## src/rtl/chgid_pkg.sv

```systemverilog
// Shared types for the charger identification mode controller.
// Assumes the mode pin encoding is fixed by the board connection.
package chgid_pkg;

    typedef enum logic [1:0] {
        MODE_AUTO  = 2'b00,
        MODE_SHORT = 2'b01,
        MODE_BIAS  = 2'b10,
        MODE_PASS  = 2'b11
    } mode_e;

    typedef enum logic {
        DET_BIAS  = 1'b0,
        DET_SHORT = 1'b1
    } det_state_e;

    typedef struct packed {
        logic pass_on;
        logic short_on;
        logic bias_on;
    } path_t;

    localparam int NUM_CMP = 3;
    localparam int CMP_HI  = 0;
    localparam int CMP_LO  = 1;
    localparam int CMP_EXT = 2;

endpackage

```

## src/rtl/chgid_sync.sv

```systemverilog
// Multi-stage synchronizer for asynchronous level inputs.
// Assumes the inputs are quasi-static levels; no pulse capture is intended.
module chgid_sync #(
    parameter int           WIDTH   = 1,
    parameter int           STAGES  = 2,
    parameter logic [WIDTH-1:0] RST_VAL = '0
) (
    input  logic             clk,
    input  logic             rst_n,
    input  logic [WIDTH-1:0] d_async,
    output logic [WIDTH-1:0] q_sync
);

    logic [WIDTH-1:0] stg [STAGES];

    // Shift the raw levels through the stage chain.
    always_ff @(posedge clk) begin
        if (!rst_n) begin
            for (int i = 0; i < STAGES; i++) stg[i] <= RST_VAL;
        end else begin
            stg[0] <= d_async;
            for (int i = 1; i < STAGES; i++) stg[i] <= stg[i-1];
        end
    end

    assign q_sync = stg[STAGES-1];

endmodule

```

## src/rtl/chgid_debounce.sv

```systemverilog
// Tick-based debouncer: the output takes a new level only after the
// synchronized input has held it for CNT_MAX ticks. Any change restarts
// the count. A rearm pulse reloads the output with INIT so that a fresh
// full debounce is needed. Assumes the input is already synchronized.
module chgid_debounce #(
    parameter int   CNT_MAX = 100,
    parameter logic INIT    = 1'b0
) (
    input  logic clk,
    input  logic rst_n,
    input  logic tick,
    input  logic rearm,
    input  logic raw,
    output logic level
);

    localparam int CW = $clog2(CNT_MAX + 1);

    logic          cand;
    logic [CW-1:0] cnt;

    // Track the candidate level, count stable ticks, commit at the limit.
    always_ff @(posedge clk) begin
        if (!rst_n || rearm) begin
            cand  <= INIT;
            level <= INIT;
            cnt   <= '0;
        end else if (raw != cand) begin
            cand <= raw;
            cnt  <= '0;
        end else if (cand == level) begin
            cnt <= '0;
        end else if (tick) begin
            if (cnt == CW'(CNT_MAX - 1)) begin
                level <= cand;
                cnt   <= '0;
            end else begin
                cnt <= cnt + 1'b1;
            end
        end
    end

    // a level that has just moved away from the candidate cannot commit.
    p_no_early_commit_r9: assert property (@(posedge clk) disable iff (!rst_n)
        (raw != cand && !rearm) |=> $stable(level));

endmodule

```

## src/rtl/chgid_det_fsm.sv

```systemverilog
// Two-state charger detection loop used in automatic mode.
// Assumes debounced comparator levels. Outside automatic mode, the loop
// is held in the bias state so that re-entry always starts there.
module chgid_det_fsm
    import chgid_pkg::*;
(
    input  logic       clk,
    input  logic       rst_n,
    input  logic       auto_mode,
    input  logic       dm_hi_ok,
    input  logic       dm_lo_ok,
    output det_state_e state,
    output logic       rearm_hi
);

    det_state_e state_d;

    // Next-state decision from the current state and the threshold levels.
    always_comb begin
        state_d = state;
        if (!auto_mode) begin
            state_d = DET_BIAS;
        end else begin
            case (state)
                DET_BIAS:  if (!dm_hi_ok) state_d = DET_SHORT;
                DET_SHORT: if (!dm_lo_ok) state_d = DET_BIAS;
                default:   state_d = DET_BIAS;
            endcase
        end
    end

    assign rearm_hi = auto_mode && (state == DET_SHORT) && !dm_lo_ok;

    // State register.
    always_ff @(posedge clk) begin
        if (!rst_n) state <= DET_BIAS;
        else        state <= state_d;
    end

    p_hold_bias_r7: assert property (@(posedge clk) disable iff (!rst_n)
        (auto_mode && state == DET_BIAS && dm_hi_ok) |=> state == DET_BIAS);
    p_hold_short_r8: assert property (@(posedge clk) disable iff (!rst_n)
        (auto_mode && state == DET_SHORT && dm_lo_ok) |=> state == DET_SHORT);
    p_restart_r11: assert property (@(posedge clk) disable iff (!rst_n)
        !auto_mode |=> state == DET_BIAS);

endmodule

```

## src/rtl/chgid_mode_ctrl.sv

```systemverilog
// Charger identification mode controller (top).
// Synchronizes the mode pins and comparators, debounces the comparators,
// runs the detection loop and drives registered one-hot switch enables
// plus the internal bias supply gate. Assumes tick_1us is a one-cycle strobe.
module chgid_mode_ctrl
    import chgid_pkg::*;
#(
    parameter int DEBOUNCE_CYCLES = 100,
    parameter int SYNC_STAGES     = 2
) (
    input  logic       clk,
    input  logic       rst_n,
    input  logic       tick_1us,
    input  logic [1:0] mode_pins,
    input  logic       dm_above_hi,
    input  logic       dm_above_lo,
    input  logic       bias_ext_det,
    output logic       pass_en,
    output logic       short_en,
    output logic       res_en,
    output logic       int_bias_pwr_en,
    output logic       ext_bias_sel
);

    localparam logic [NUM_CMP-1:0] CMP_INIT = 3'b011;

    logic [1:0]         mode_s;
    logic [NUM_CMP-1:0] cmp_raw, cmp_s, cmp_db, cmp_rearm;
    det_state_e         det_state;
    logic               rearm_hi;
    logic               auto_mode;
    path_t              path_d, path_q;
    logic               sup_d, sup_q, ext_q, primed;

    assign cmp_raw = {bias_ext_det, dm_above_lo, dm_above_hi};

    chgid_sync #(.WIDTH(2), .STAGES(SYNC_STAGES), .RST_VAL(2'b00)) u_mode_sync (
        .clk(clk), .rst_n(rst_n), .d_async(mode_pins), .q_sync(mode_s));

    chgid_sync #(.WIDTH(NUM_CMP), .STAGES(SYNC_STAGES), .RST_VAL(CMP_INIT)) u_cmp_sync (
        .clk(clk), .rst_n(rst_n), .d_async(cmp_raw), .q_sync(cmp_s));

    assign cmp_rearm = {1'b0, 1'b0, rearm_hi};

    for (genvar g = 0; g < NUM_CMP; g++) begin : g_deb
        chgid_debounce #(.CNT_MAX(DEBOUNCE_CYCLES), .INIT(CMP_INIT[g])) u_deb (
            .clk(clk), .rst_n(rst_n), .tick(tick_1us), .rearm(cmp_rearm[g]),
            .raw(cmp_s[g]), .level(cmp_db[g]));
    end

    assign auto_mode = (mode_e'(mode_s) == MODE_AUTO);

    chgid_det_fsm u_fsm (
        .clk(clk), .rst_n(rst_n), .auto_mode(auto_mode),
        .dm_hi_ok(cmp_db[CMP_HI]), .dm_lo_ok(cmp_db[CMP_LO]),
        .state(det_state), .rearm_hi(rearm_hi));

    // Decode the synchronized mode and detection state into one switch path.
    always_comb begin
        path_d = '0;
        case (mode_e'(mode_s))
            MODE_PASS:  path_d.pass_on  = 1'b1;
            MODE_SHORT: path_d.short_on = 1'b1;
            MODE_BIAS:  path_d.bias_on  = 1'b1;
            default: begin
                if (det_state == DET_SHORT) path_d.short_on = 1'b1;
                else                        path_d.bias_on  = 1'b1;
            end
        endcase
        sup_d = path_d.bias_on && !cmp_db[CMP_EXT];
    end

    // Output register; everything off during reset.
    always_ff @(posedge clk) begin
        if (!rst_n) begin
            path_q <= '0;
            sup_q  <= 1'b0;
            ext_q  <= 1'b0;
            primed <= 1'b0;
        end else begin
            path_q <= path_d;
            sup_q  <= sup_d;
            ext_q  <= cmp_db[CMP_EXT];
            primed <= 1'b1;
        end
    end

    assign pass_en         = path_q.pass_on;
    assign short_en        = path_q.short_on;
    assign res_en          = path_q.bias_on;
    assign int_bias_pwr_en = sup_q;
    assign ext_bias_sel    = ext_q;

    p_excl_r5: assert property (@(posedge clk) disable iff (!rst_n)
        $onehot0({pass_en, short_en, res_en}));
    p_one_path_r5: assert property (@(posedge clk) disable iff (!rst_n)
        primed |-> $countones({pass_en, short_en, res_en}) == 1);
    p_sup_gate_r10: assert property (@(posedge clk) disable iff (!rst_n)
        int_bias_pwr_en |-> (res_en && !ext_bias_sel));
    p_sup_on_r10: assert property (@(posedge clk) disable iff (!rst_n)
        (primed && res_en && !ext_bias_sel) |-> int_bias_pwr_en);
    p_pass_mode_r2: assert property (@(posedge clk) disable iff (!rst_n)
        (mode_s == 2'b11) |=> pass_en);
    p_short_mode_r3: assert property (@(posedge clk) disable iff (!rst_n)
        (mode_s == 2'b01) |=> (short_en && !int_bias_pwr_en));

endmodule

```

## config.mk

```make
export PLATFORM = sky130hd
export DESIGN_NAME = chgid_mode_ctrl
export DESIGN_NICKNAME = d
export VERILOG_FILES = /design/src/rtl/chgid_pkg.sv /design/src/rtl/chgid_sync.sv /design/src/rtl/chgid_debounce.sv /design/src/rtl/chgid_det_fsm.sv /design/src/rtl/chgid_mode_ctrl.sv
export SDC_FILE = /design/constraint.sdc
export NUM_CORES = 1
export LEC_CHECK = 0
export BUFFER_PORTS_ARGS = -buffer_cell sky130_fd_sc_hd__buf_2
export CAP_MARGIN = 20
export CORE_AREA = 2 2 69 71
export DETAILED_ROUTE_END_ITERATION = 12
export DIE_AREA = 0 0 71 73
export GPL_ROUTABILITY_DRIVEN = 0
export MAX_ROUTING_LAYER = met4
export PLACE_DENSITY = 0.62
export REMOVE_ABC_BUFFERS = 1
export SLEW_MARGIN = 0
export SYNTH_ARGS = -nofsm -noshare
export SYNTH_HDL_FRONTEND = slang
export SYNTH_SLANG_ARGS = --single-unit
```

## constraint.sdc

```tcl
create_clock -name clk -period 3.26 [get_ports clk]
set_clock_uncertainty 0.2 [all_clocks]
set_input_delay 0 -clock clk [delete_from_list [all_inputs] [get_ports clk]]
set_output_delay 0 -clock clk [all_outputs]
set_load 0.1 [all_outputs]
```

## Yosys cells after proc, flatten, opt, wreduce, memory -nomap -nowiden

Memories as Yosys holds them, arrays and structs flattened.
Index checks and enable logic that the tools add are counted.

- Register bits: 33
- RAM bits: 10
- Input port bits: 8
- Output and inout bits: 5
- Word-level logic and storage cells: 78
- Memories: 2

Memory list:

| name | words | bits a word | rd ports | clocked after Yosys merged registers in | wr ports | RTL line | source |
|---|---|---|---|---|---|---|---|
| u_cmp_sync.stg | 2 | 3 | 2 | 0 | 2 | chgid_sync.sv:14 | `logic [WIDTH-1:0] stg [STAGES];` |
| u_mode_sync.stg | 2 | 2 | 2 | 0 | 2 | chgid_sync.sv:14 |  |

- Add/sub/neg operators: 3
- Equal/unequal tests: 12
- Mux-type cells: 17
- Bitwise operators: 12
- Reduce and logical (&&, ||, !) cells: 17

Operators with widths:

| operator | count |
|---|---|
| adder 7 x 1 -> 7 bit, second input constant | 3 |
| equality test 7 bit, second input constant | 3 |
| two-way mux 7 bit | 3 |
| AND reduction 4 bit | 3 |
| OR reduction 3 bit | 3 |
| inverter 1 bit | 8 |
| two-way mux 1 bit | 7 |
| two-way mux 3 bit | 2 |
| one-hot mux 1 bit (2 select lines) | 3 |
| equality test 2 bit, second input constant | 2 |
| two-way mux 2 bit | 2 |
| OR 1 bit | 4 |
| OR reduction 2 bit | 2 |
| equality test 1 bit | 3 |
| logical AND 1 bit | 3 |
| zero test 1 bit | 3 |
| != test 1 bit | 3 |
| equality test 2 x 1 -> 1 bit, second input constant | 1 |
| zero test 2 bit | 1 |
| AND reduction 2 bit | 1 |
| logical OR 1 bit | 1 |

## Depth between registers and ports, before layout

Gate-level depths: netlist of run 1.
An unclocked memory read counts as a cell.

- Depth after elaboration: 6
- Mapped depth: 5
- Gate-level depth less buffers: 4

## By module

A second synthesis of run 1 with hierarchy kept.

- Cell total of the unflattened synthesis: 183
- Area, all modules: 1833.0 µm²

Modules (own cells, without submodules):

| module | instances | cells each | area each (µm²) | sequential area each (µm²) |
|---|---|---|---|---|
| chgid_debounce (g_deb[0].u_deb ...) | 2 | 46 | 432.9 | 180.2 |
| chgid_debounce (g_deb[2].u_deb) | 1 | 46 | 444.2 | 180.2 |
| chgid_sync (u_cmp_sync) | 1 | 15 | 180.2 | 120.1 |
| chgid_mode_ctrl | 1 | 14 | 162.7 | 100.1 |
| chgid_sync (u_mode_sync) | 1 | 10 | 120.1 | 80.1 |
| chgid_det_fsm | 1 | 6 | 60.1 | 20.0 |

## Worst setup path before layout of run 1

No wires, ideal clock.

- Path kind: register to register
- From: register g_deb[2].u_deb.cnt[0]
- To: register g_deb[2].u_deb.cnt[6]
- Setup time: 0.086 ns
- Arrival time: 1.217 ns
- Slack: 1.757 ns
- Cell stages (with the launch flop): 5
- Path buffers: 0
- Cells stage by stage: dfxtp_1 > ha_1 > nand4_1 > or3_1 > a211oi_1

- Longest elaborated chain between the ends: 2
- Elaborated cells between the ends (all ways): 3

Ends and longest elaborated chain:

| what | RTL line | source |
|---|---|---|
| start, declared | chgid_debounce.sv:20 | `logic [CW-1:0] cnt;` |
| start signal, assigned | chgid_debounce.sv:38 | `cnt <= cnt + 1'b1;` |
| adder 7 x 1 -> 7 bit / equality test 7 bit (equally long branches) | chgid_debounce.sv:38, chgid_debounce.sv:34 |  |
| two-way mux 7 bit (*) | chgid_debounce.sv:34 | `if (cnt == CW'(CNT_MAX - 1)) begin` |

Mark *: on every way between the ends. The rest lies on a longest branch, timed or not.
A chain may end at the register's enable or synchronous reset.

==> results of run 1 <==
-- per-stage QoR --
stage          cells  cell area (um^2)
2_1_floorplan    173              1715
3_3_place_gp     239              1843
3_5_place_dp     239              1843
4_1_cts          259              2044
5_1_grt          259              2044
6_report         259              2044
-- metal layers --
metal | part of all wire, % | vias to the layer above | GRT usage (%) | routed length, um
met3 | 3.7 | 4 | 3.729 | 105
li1 | - | 694 | - | -
met1 | 51 | 604 | 15.10 | 1463
met2 | 43 | 24 | 18.80 | 1231
met4 | 1.9 | 0 | 6.289 | 54
met5 | 0 | - | - | 0
-- critical path, stage by stage --
cell and delay (ps):
dlygate4sd3_1 520, buf_2 330, nand2_1 190, nor3_1 490, nor3_1 130
-- sequential cells by signal (all words and copies together), names as in the netlist, 3 cells and up --
name	flops
g_deb.u_deb.cnt	21
g_deb.u_deb.level	3
g_deb.u_deb.cand	3
u_cmp_sync.stg	6
u_mode_sync.stg	4
-- synthesized netlist by cell type (3+ instances only) --
| library cell | instances |
|---|---|
| a211oi_1 | 5 |
| a21oi_1 | 4 |
| and2_1 | 9 |
| and3b_1 | 4 |
| buf_4 | 3 |
| dfxtp_1 | 43 |
| ha_1 | 3 |
| inv_1 | 3 |
| mux2i_1 | 4 |
| nand2_1 | 10 |
| nand2b_1 | 7 |
| nand4_1 | 8 |
| nor2_1 | 10 |
| nor3_1 | 12 |
| o21ai_0 | 8 |
| or3_1 | 6 |
| xnor2_1 | 3 |
| xor2_1 | 8 |
-- path summary, 6_finish.rpt --
| kind | start | endpoint | slack, ps | cells past startpoint |
|---|---|---|---|---|
| worst max-delay path | tick_1us | g_deb[0].u_deb.cnt[0] | 1540 | 5 |
| worst min-delay path | u_cmp_sync.stg[0][1] | u_cmp_sync.stg[0][4] | 210 | 1 |
| worst max register to register | g_deb[0].u_deb.cnt[0] | g_deb[0].u_deb.cnt[0] | 1610 | 4 |
| worst min register to register | u_cmp_sync.stg[0][1] | u_cmp_sync.stg[0][4] | 210 | 1 |
-- power by group through the flow --
stage                     Sequential (uW)  Clock, uW  Combinational [uW]
after floorplan                       564          0                11.0
after global placement                550          0                40.0
after detailed placement              550          0                39.9
after CTS                             538        332                51.0
after global routing                  539        354                54.8
final                                 538        318                51.2
-- final cells by class --
type                            count  area [um^2]
Clock inverter                      1        5.005
Clock buffer                        7        76.32
Fill cell                         413         2491
Inverter                            3        11.26
Sequential cell                    43        860.8
Multi-Input combinational cell    127        843.3
Tap cell                           54        67.56
Timing Repair Buffer               24        180.2
-- cell families after synthesis --
logic type	after synthesis
flops	43
mux	4
fa+ha+maj	3
compound gates	29
simple gates	80
xor+xnor	11
buf+inv	8
==> flow_summary_export.csv, run 1 <==
group,metric,value,unit
final_layout,final_common_cell,"dfxtp_1",
yosys,postSynthCellCount,178,
yosys,synth_top_family_by_area,"simple AND/OR/NAND/NOR gates",
power_and_ir_drop,p_clk_share,35.0,%
sta,fmax,581.3,MHz
power_and_ir_drop,power_frac_seq,59.3,%
critical_path,required,3210,ps
flow_run,drv_cap,0,
cts,cts_setup_buffers,0,
route,routed_wl,2855,um
place,dp_hpwl,1821,um
power_and_ir_drop,worst_ir_drop_vdd,363.6,uV
yosys,yosysTopAreaCellShare,49.28,%
place,io_buffers,12,
sta,drv_slew,0,
floorplanning,die_area,5183,um^2
final_layout,nets,215,
critical_path,crit_fanout,18,
sta,timing.final.ws_setup,1540,ps
final_layout,fin_util,45.08,%
yosys,synth_fa_ha_area_share,2.149,%
route,dr.pass1.iters,4,
power_and_ir_drop,swShare,22.18,%
global_routing,grt_max_degree,26,
yosys,synth.avg_cell_area,9.813,um^2
power_and_ir_drop,finalPower,906.6,uW
route,antenna_left,0,
floorplanning,io_pins,13,
cts,cts_buffers,5,
cts,htreeDepth,2,
route,drtIter0Drc,90,
critical_path,cp-start-kind,"input port",
yosys,synth_area_leaders,"dfxtp_1 (49%), xor2_1 (4.0%), nor3_1 (3.4%), and2_1 (3.2%), nand4_1 (2.9%)",
yosys,muxShareOfSynthArea,2.292,%
power_and_ir_drop,p_comb_share,5.6,%
floorplanning,core,4536,um^2
yosys,synth_area_leader_cell,"dfxtp_1",
sta,hold_violations,0,
yosys,synth_ff_type,"dfxtp_1",
route,vias_per_cell,5.120,
sta,setup_viol,0,
cts,cts.sinks,43,
yosys,synth-xor-area-share,5.516,%
route,wire_per_inst,11.02,um
floorplanning,num_rows,25,
sta,rsz0062_at_grt,"false",
sta,whs,209.7,ps
worst_hold_path,hold_class,"reg2reg",
yosys,synthesis.area,1747,um^2
critical_path,critical_path_class,"in2reg",
yosys,seq_area_frac_synth,49.28,%
cts,postCtsHoldBufs,12,
yosys,synth_cell_type_count,40,
cts,cts_tree,"yes",
cts,clock_latency,290,ps
sta,relSlewSlack,60.65,%
power_and_ir_drop,p_switching,201.1,uW
yosys,synthArstFlopShare,0,%
cts,clockBufferDepth,2,
route,drc,0,
global_routing,grt_overflow,0,
sta,min_period,1720,ps
final_layout,final_cell_mix,"dfxtp_1 (43), nor3_1 (12), dlygate4sd3_1 (12), buf_2 (12)",
cts,path_clk_slew,70,ps
yosys,synth-edff-count,0,
global_routing,grt_pass1_vias,1132,
final_layout,n_antenna_cell,0,
cts,root_buffer,"clkbuf_8",
floorplanning,die_w,71,um
power_and_ir_drop,internal_power,705.5,uW
yosys,ys_ff_latch,43,
final_layout,syn_to_final_growth,17.05,%
power_and_ir_drop,power.density,443.4,nW/um^2
route,vias,1326,
cts,cts-resized-gates,0,
floorplanning,die-height,73,um
yosys,yosysWarnings,0,
global_routing,grt_pass1_wl,4905,um
yosys,synth-compound-area-share,11.39,%
critical_path,worstPathArrival,1670,ps
floorplanning,start_util,38.51,%
place,dp_slack,1628,ps
sta,worst_slew_pin_slew,585.8,ps
sta,fin_setup_tns,0,ps
critical_path,end_kind,"flop",
global_routing,gr-usage-all-layers,12.44,%
yosys,synth_simple_gate_area_share,26.93,%
global_routing,antenna_found_initial,0,
run_status,status,"completed",
sta,period_share,52.77,%
final_layout,layout-drive-gt1-share,11.22,%
power_and_ir_drop,p_leak,0.0007836,uW
Note: power is estimated with default switching activity, not from simulation.
==> run 2: changes to the inputs <==
- clock period: 3.26 -> 1.7 ns (I/O delays scaled with it)
==> run 2 against run 1 <==
Against the previous run:
- via count is 0.15% higher
- design area is 1.1% higher
- cell count is 0.39% higher
- critical path type unchanged
- total power is 100% higher
- core utilization is 0.50 points higher
- combinational power is 87% higher
==> flow_summary_export.csv, run 2 (synthesis gave the netlist of run 1 again) <==
group,metric,value,unit
worst_hold_path,hold_class,"reg2reg",
final_layout,layout_top_registers,"g_deb.u_deb.cnt: 21 flops, u_cmp_sync.stg: 6 flops, u_mode_sync.stg: 4 flops",
sta,setup_viol,0,
critical_path,cp-start-kind,"input port",
final_layout,nets,216,
place,io_buffers,12,
place,dp_hpwl,2008,um
route,drc,0,
global_routing,gr-usage-all-layers,13.48,%
critical_path,r2r_start,"g_deb[2].u_deb.cnt[0]",
floorplanning,io_pins,13,
cts,cts_buffers,5,
floorplanning,core,4536,um^2
cts,cts.sinks,43,
route,dr.pass1.iters,4,
floorplanning,start_util,38.51,%
flow_run,drv_cap,0,
route,vias,1328,
power_and_ir_drop,internal_power,1433,uW
critical_path,crit_fanout,15,
floorplanning,die_area,5183,um^2
cts,cts_tree,"yes",
final_layout,layout-drive-gt1-share,14.08,%
floorplanning,die-height,73,um
place,placed_cell_area,1873,um^2
critical_path,worstPathArrival,1590,ps
final_layout,final_common_cell,"dfxtp_1",
global_routing,grt_overflow,0,
power_and_ir_drop,p_switching,397.5,uW
final_layout,regMostFlops,"g_deb.u_deb.cnt",
power_and_ir_drop,swShare,21.71,%
route,wire_per_inst,11.43,um
final_layout,final_cell_mix,"dfxtp_1 (42), nor3_1 (12), buf_2 (11)",
global_routing,grt_pass1_wl,5285,um
global_routing,antenna_found_initial,0,
sta,rsz0062_at_grt,"false",
cts,clockBufferDepth,2,
critical_path,critical_path_class,"in2reg",
cts,cts_setup_buffers,0,
cts,htreeDepth,2,
sta,period_share,94.51,%
sta,fin_setup_tns,0,ps
run_status,status,"completed",
final_layout,syn_to_final_growth,18.34,%
final_layout,n_fill_cell,442,
sta,min_period,1607,ps
sta,hold_violations,0,
place,dp_cells,243,
route,vias_per_cell,5.108,
final_layout,largest_register_ffs,21,
sta,relSlewSlack,67.58,%
power_and_ir_drop,worst_ir_drop_vdd,592.5,uV
global_routing,grt_max_degree,19,
power_and_ir_drop,power_frac_seq,56.4,%
cts,path_clk_slew,70,ps
critical_path,crit_start,"rst_n",
sta,worst_slew_pin_slew,489.7,ps
floorplanning,num_rows,25,
critical_path,required,1680,ps
critical_path,end_kind,"flop",
sta,fmax,622.4,MHz
global_routing,grt_pass1_vias,1276,
power_and_ir_drop,p_leak,0.0007972,uW
worst_hold_path,min_from,"u_cmp_sync.stg[0][1]",
floorplanning,die_w,71,um
sta,drv_slew,0,
cts,root_buffer,"clkbuf_8",
route,antenna_left,0,
final_layout,instances_no_fill,260,
power_and_ir_drop,power.density,885.6,nW/um^2
route,drtIter0Drc,42,
cts,clock_latency,300,ps
final_layout,fin_area,2067,um^2
power_and_ir_drop,p_clk_share,38.4,%
power_and_ir_drop,p_comb_share,5.2,%
route,routed_wl,2971,um
final_layout,n_antenna_cell,0,
==> run 2: what timing repair did <==
action                                  CTS  global route
endpoints found under the setup margin    0             6
hold buffers                              9             0
endpoints found under the hold margin    24             0
resized for setup                         0             2
==> run 2: area by class of cell <==
type	count	area (um^2)	share of cell area, %
Sequential cell	43	862.1	41.71
Inverter	3	11.26	0.5448
Timing Repair Buffer	25	182.7	8.838
Clock buffer	8	100.1	4.843
Multi-Input combinational cell	127	843.3	40.80
Tap cell	54	67.56	3.269
==> run 2: critical path, stage by stage <==
cell           delay [ps]
dlygate4sd3_1         520
buf_2                 260
buf_4                 220
nand2b_1               60
dlygate4sd3_1         540
==> run 2: metal layers <==
layer	vias up	global-route usage, %	wire length [um]
met5	-	-	0
met4	0	7.128	73
met3	6	3.729	91
met2	15	21.81	1325
met1	616	15.25	1480
li1	691	-	-
==> run 2: final timing paths <==
path | to | cells past startpoint | slack [ps]
worst max-delay path | u_cmp_sync.stg[0][0] | 5 | 90
worst min-delay path | u_cmp_sync.stg[0][4] | 1 | 210
worst max register to register | g_deb[2].u_deb.cnt[6] | 4 | 110
worst min register to register | u_cmp_sync.stg[0][4] | 1 | 210
==> run 2: power groups by stage <==
stage          Sequential (uW)  Combinational, uW  Clock, uW
6_report                  1030               95.8        703
5_1_grt                   1030                102        763
4_1_cts                   1030               95.3        722
3_5_place_dp              1050               79.0          0
3_3_place_gp              1050               78.3          0
2_1_floorplan             1080               21.0          0
==> run 2: metrics by stage <==
step	power [uW]	worst slack [ps]	hold slack, ps	util (%)
after global routing	1899	2.291	218.0	45.57
after CTS	1849	13.05	211.5	45.49
after detailed placement	1134	86.67	-17.50	41.30
after floorplan	1103	195.5	-128.9	-
after global placement	1133	142.6	-16.84	41.30
final	1831	93.34	210.0	45.57
==> run 3: changes to the inputs <==
- CORE_AREA: 2 2 69 71 -> 2 2 60 62
- DIE_AREA: 0 0 71 73 -> 0 0 62 64
- PLACE_DENSITY: 0.62 -> 0.77
==> run 3 against run 2 <==
Against the previous run:
- first-iteration DRC count decreased by 50%
- critical endpoint is now g_deb[2].u_deb.cnt[6]
- die area decreased by 23%
- setup slack got worse by 12 ps
- highest routed layer unchanged
==> flow_summary_export.csv, run 3 (synthesis gave the netlist of run 1 again) <==
group,metric,value,unit
critical_path,worstPathArrival,1680,ps
critical_path,end_kind,"flop",
sta,drv_slew,0,
critical_path,cp_cell_sequence,"ha_2, nand4_1, or3_1, a211oi_1",
cts,cts_buffers,5,
worst_hold_path,hold_class,"reg2reg",
sta,setup_viol,0,
critical_path,cp.buffers_inverters,0,
place,io_buffers,12,
critical_path,critical_path_class,"reg2reg",
sta,period_share,95.21,%
floorplanning,die_area,3968,um^2
global_routing,antenna_found_initial,0,
flow_run,drv_cap,0,
sta,relSlewSlack,65.29,%
power_and_ir_drop,worst_ir_drop_vdd,651.9,uV
final_layout,layout-drive-gt1-share,15.46,%
cts,path_clk_slew,110,ps
final_layout,regMostFlops,"g_deb.u_deb.cnt",
floorplanning,die_w,62,um
critical_path,cp-start-kind,"flop",
floorplanning,core,3284,um^2
global_routing,grt_max_degree,26,
sta,whs,217.1,ps
cts,htreeDepth,2,
global_routing,grt_pass1_vias,1316,
critical_path,slowest_delay,380,ps
route,drtIter0Drc,21,
route,wire_per_inst,12.14,um
critical_path,critical_path.top_delay_family,"simple AND/OR/NAND/NOR gates",
global_routing,gr-usage-all-layers,18.25,%
route,drc,0,
final_layout,nets,218,
global_routing,grt_pass1_wl,5271,um
final_layout,final_common_cell,"dfxtp_1",
power_and_ir_drop,power.density,793.5,nW/um^2
power_and_ir_drop,p_clk_share,30.1,%
floorplanning,io_pins,13,
power_and_ir_drop,p_comb_share,6.2,%
place,dp_cells,233,
final_layout,layout_top_registers,"g_deb.u_deb.cnt: 21 flops, u_cmp_sync.stg: 6 flops, u_mode_sync.stg: 4 flops",
power_and_ir_drop,swShare,22.36,%
cts,cts.sinks,43,
critical_path,critPathSlowestCell,"dfxtp_1",
sta,hold_violations,0,
route,vias_per_cell,5.300,
global_routing,grt_overflow,0,
floorplanning,start_util,53.18,%
route,vias,1341,
route,routed_wl,3072,um
critical_path,required,1760,ps
floorplanning,die-height,64,um
route,dr.pass1.iters,4,
power_and_ir_drop,p_leak,0.0007885,uW
cts,cts_tree,"yes",
final_layout,syn_to_final_growth,16.98,%
sta,min_period,1619,ps
run_status,status,"completed",
final_layout,largest_register_ffs,21,
power_and_ir_drop,internal_power,1259,uW
cts,root_buffer,"clkbuf_4",
final_layout,n_antenna_cell,0,
final_layout,instances_no_fill,253,
sta,fmax,617.8,MHz
critical_path,crit_fanout,3,
route,antenna_left,0,
sta,worst_slew_pin_slew,517.2,ps
cts,clock_latency,340,ps
final_layout,final_cell_mix,"dfxtp_1 (40), nor3_1 (12), dlygate4sd3_1 (12), buf_2 (12)",
power_and_ir_drop,power_frac_seq,63.6,%
floorplanning,num_rows,21,
cts,clockBufferDepth,2,
power_and_ir_drop,p_switching,362.5,uW
place,dp_hpwl,2089,um
==> run 3: final timing paths <==
path	startpoint	endpoint	slack (ps)	depth (start not counted)
setup reg to reg	g_deb[2].u_deb.cnt[1]	g_deb[2].u_deb.cnt[6]	80	4
hold reg to reg	u_cmp_sync.stg[0][0]	u_cmp_sync.stg[0][3]	220	1
setup / recovery	g_deb[2].u_deb.cnt[1]	g_deb[2].u_deb.cnt[6]	80	4
hold / removal	u_cmp_sync.stg[0][0]	u_cmp_sync.stg[0][3]	220	1
==> run 3: what timing repair did <==
action / CTS / global route
setup buffers: 0 / 1
setup endpoints to repair: 0 / 2
hold endpoints to repair: 33 / 0
hold buffers: 12 / 0
gates resized for setup: 0 / 5
==> run 3: power groups by stage <==
stage / combinational (uW) / sequential [uW] / clock, uW
finish: 101 / 1030 / 489
global route: 108 / 1030 / 549
CTS: 100 / 1030 / 505
detailed placement: 79.0 / 1050 / 0
global placement: 77.1 / 1050 / 0
floorplan: 21.0 / 1080 / 0
==> run 3: through the flow <==
step | power (uW) | util, % | setup slack [ps] | setup TNS (ps) | cell area (um^2)
floorplan | 1103 | - | 195.5 | 0 | 1715
global placement | 1131 | 56.27 | 163.3 | 0 | 1848
detailed placement | 1134 | 56.27 | 55.28 | 0 | 1848
CTS | 1637 | 61.64 | 27.49 | 0 | 2024
global route | 1692 | 62.21 | -16.97 | -16.97 | 2043
finish | 1621 | 62.21 | 81.36 | 0 | 2043
==> run 3: area by class of cell <==
type | count | area [um^2]
inverters | 3 | 11.26
repair buffers | 27 | 202.7
well taps | 46 | 57.56
clock inverters | 1 | 5.005
flip-flops and latches | 43 | 864.6
multi-input cells | 127 | 850.8
fillers | 261 | 1241
clock buffers | 6 | 51.30
==> run 3: routing by layer <==
layer  track usage, %  part of all wire [%]  vias up
met5                -                     0        -
met4            6.383                   1.7        0
met3            6.073                   3.2        4
met2            27.86                    47       24
met1            22.24                    48      615
li1                 -                     -      698
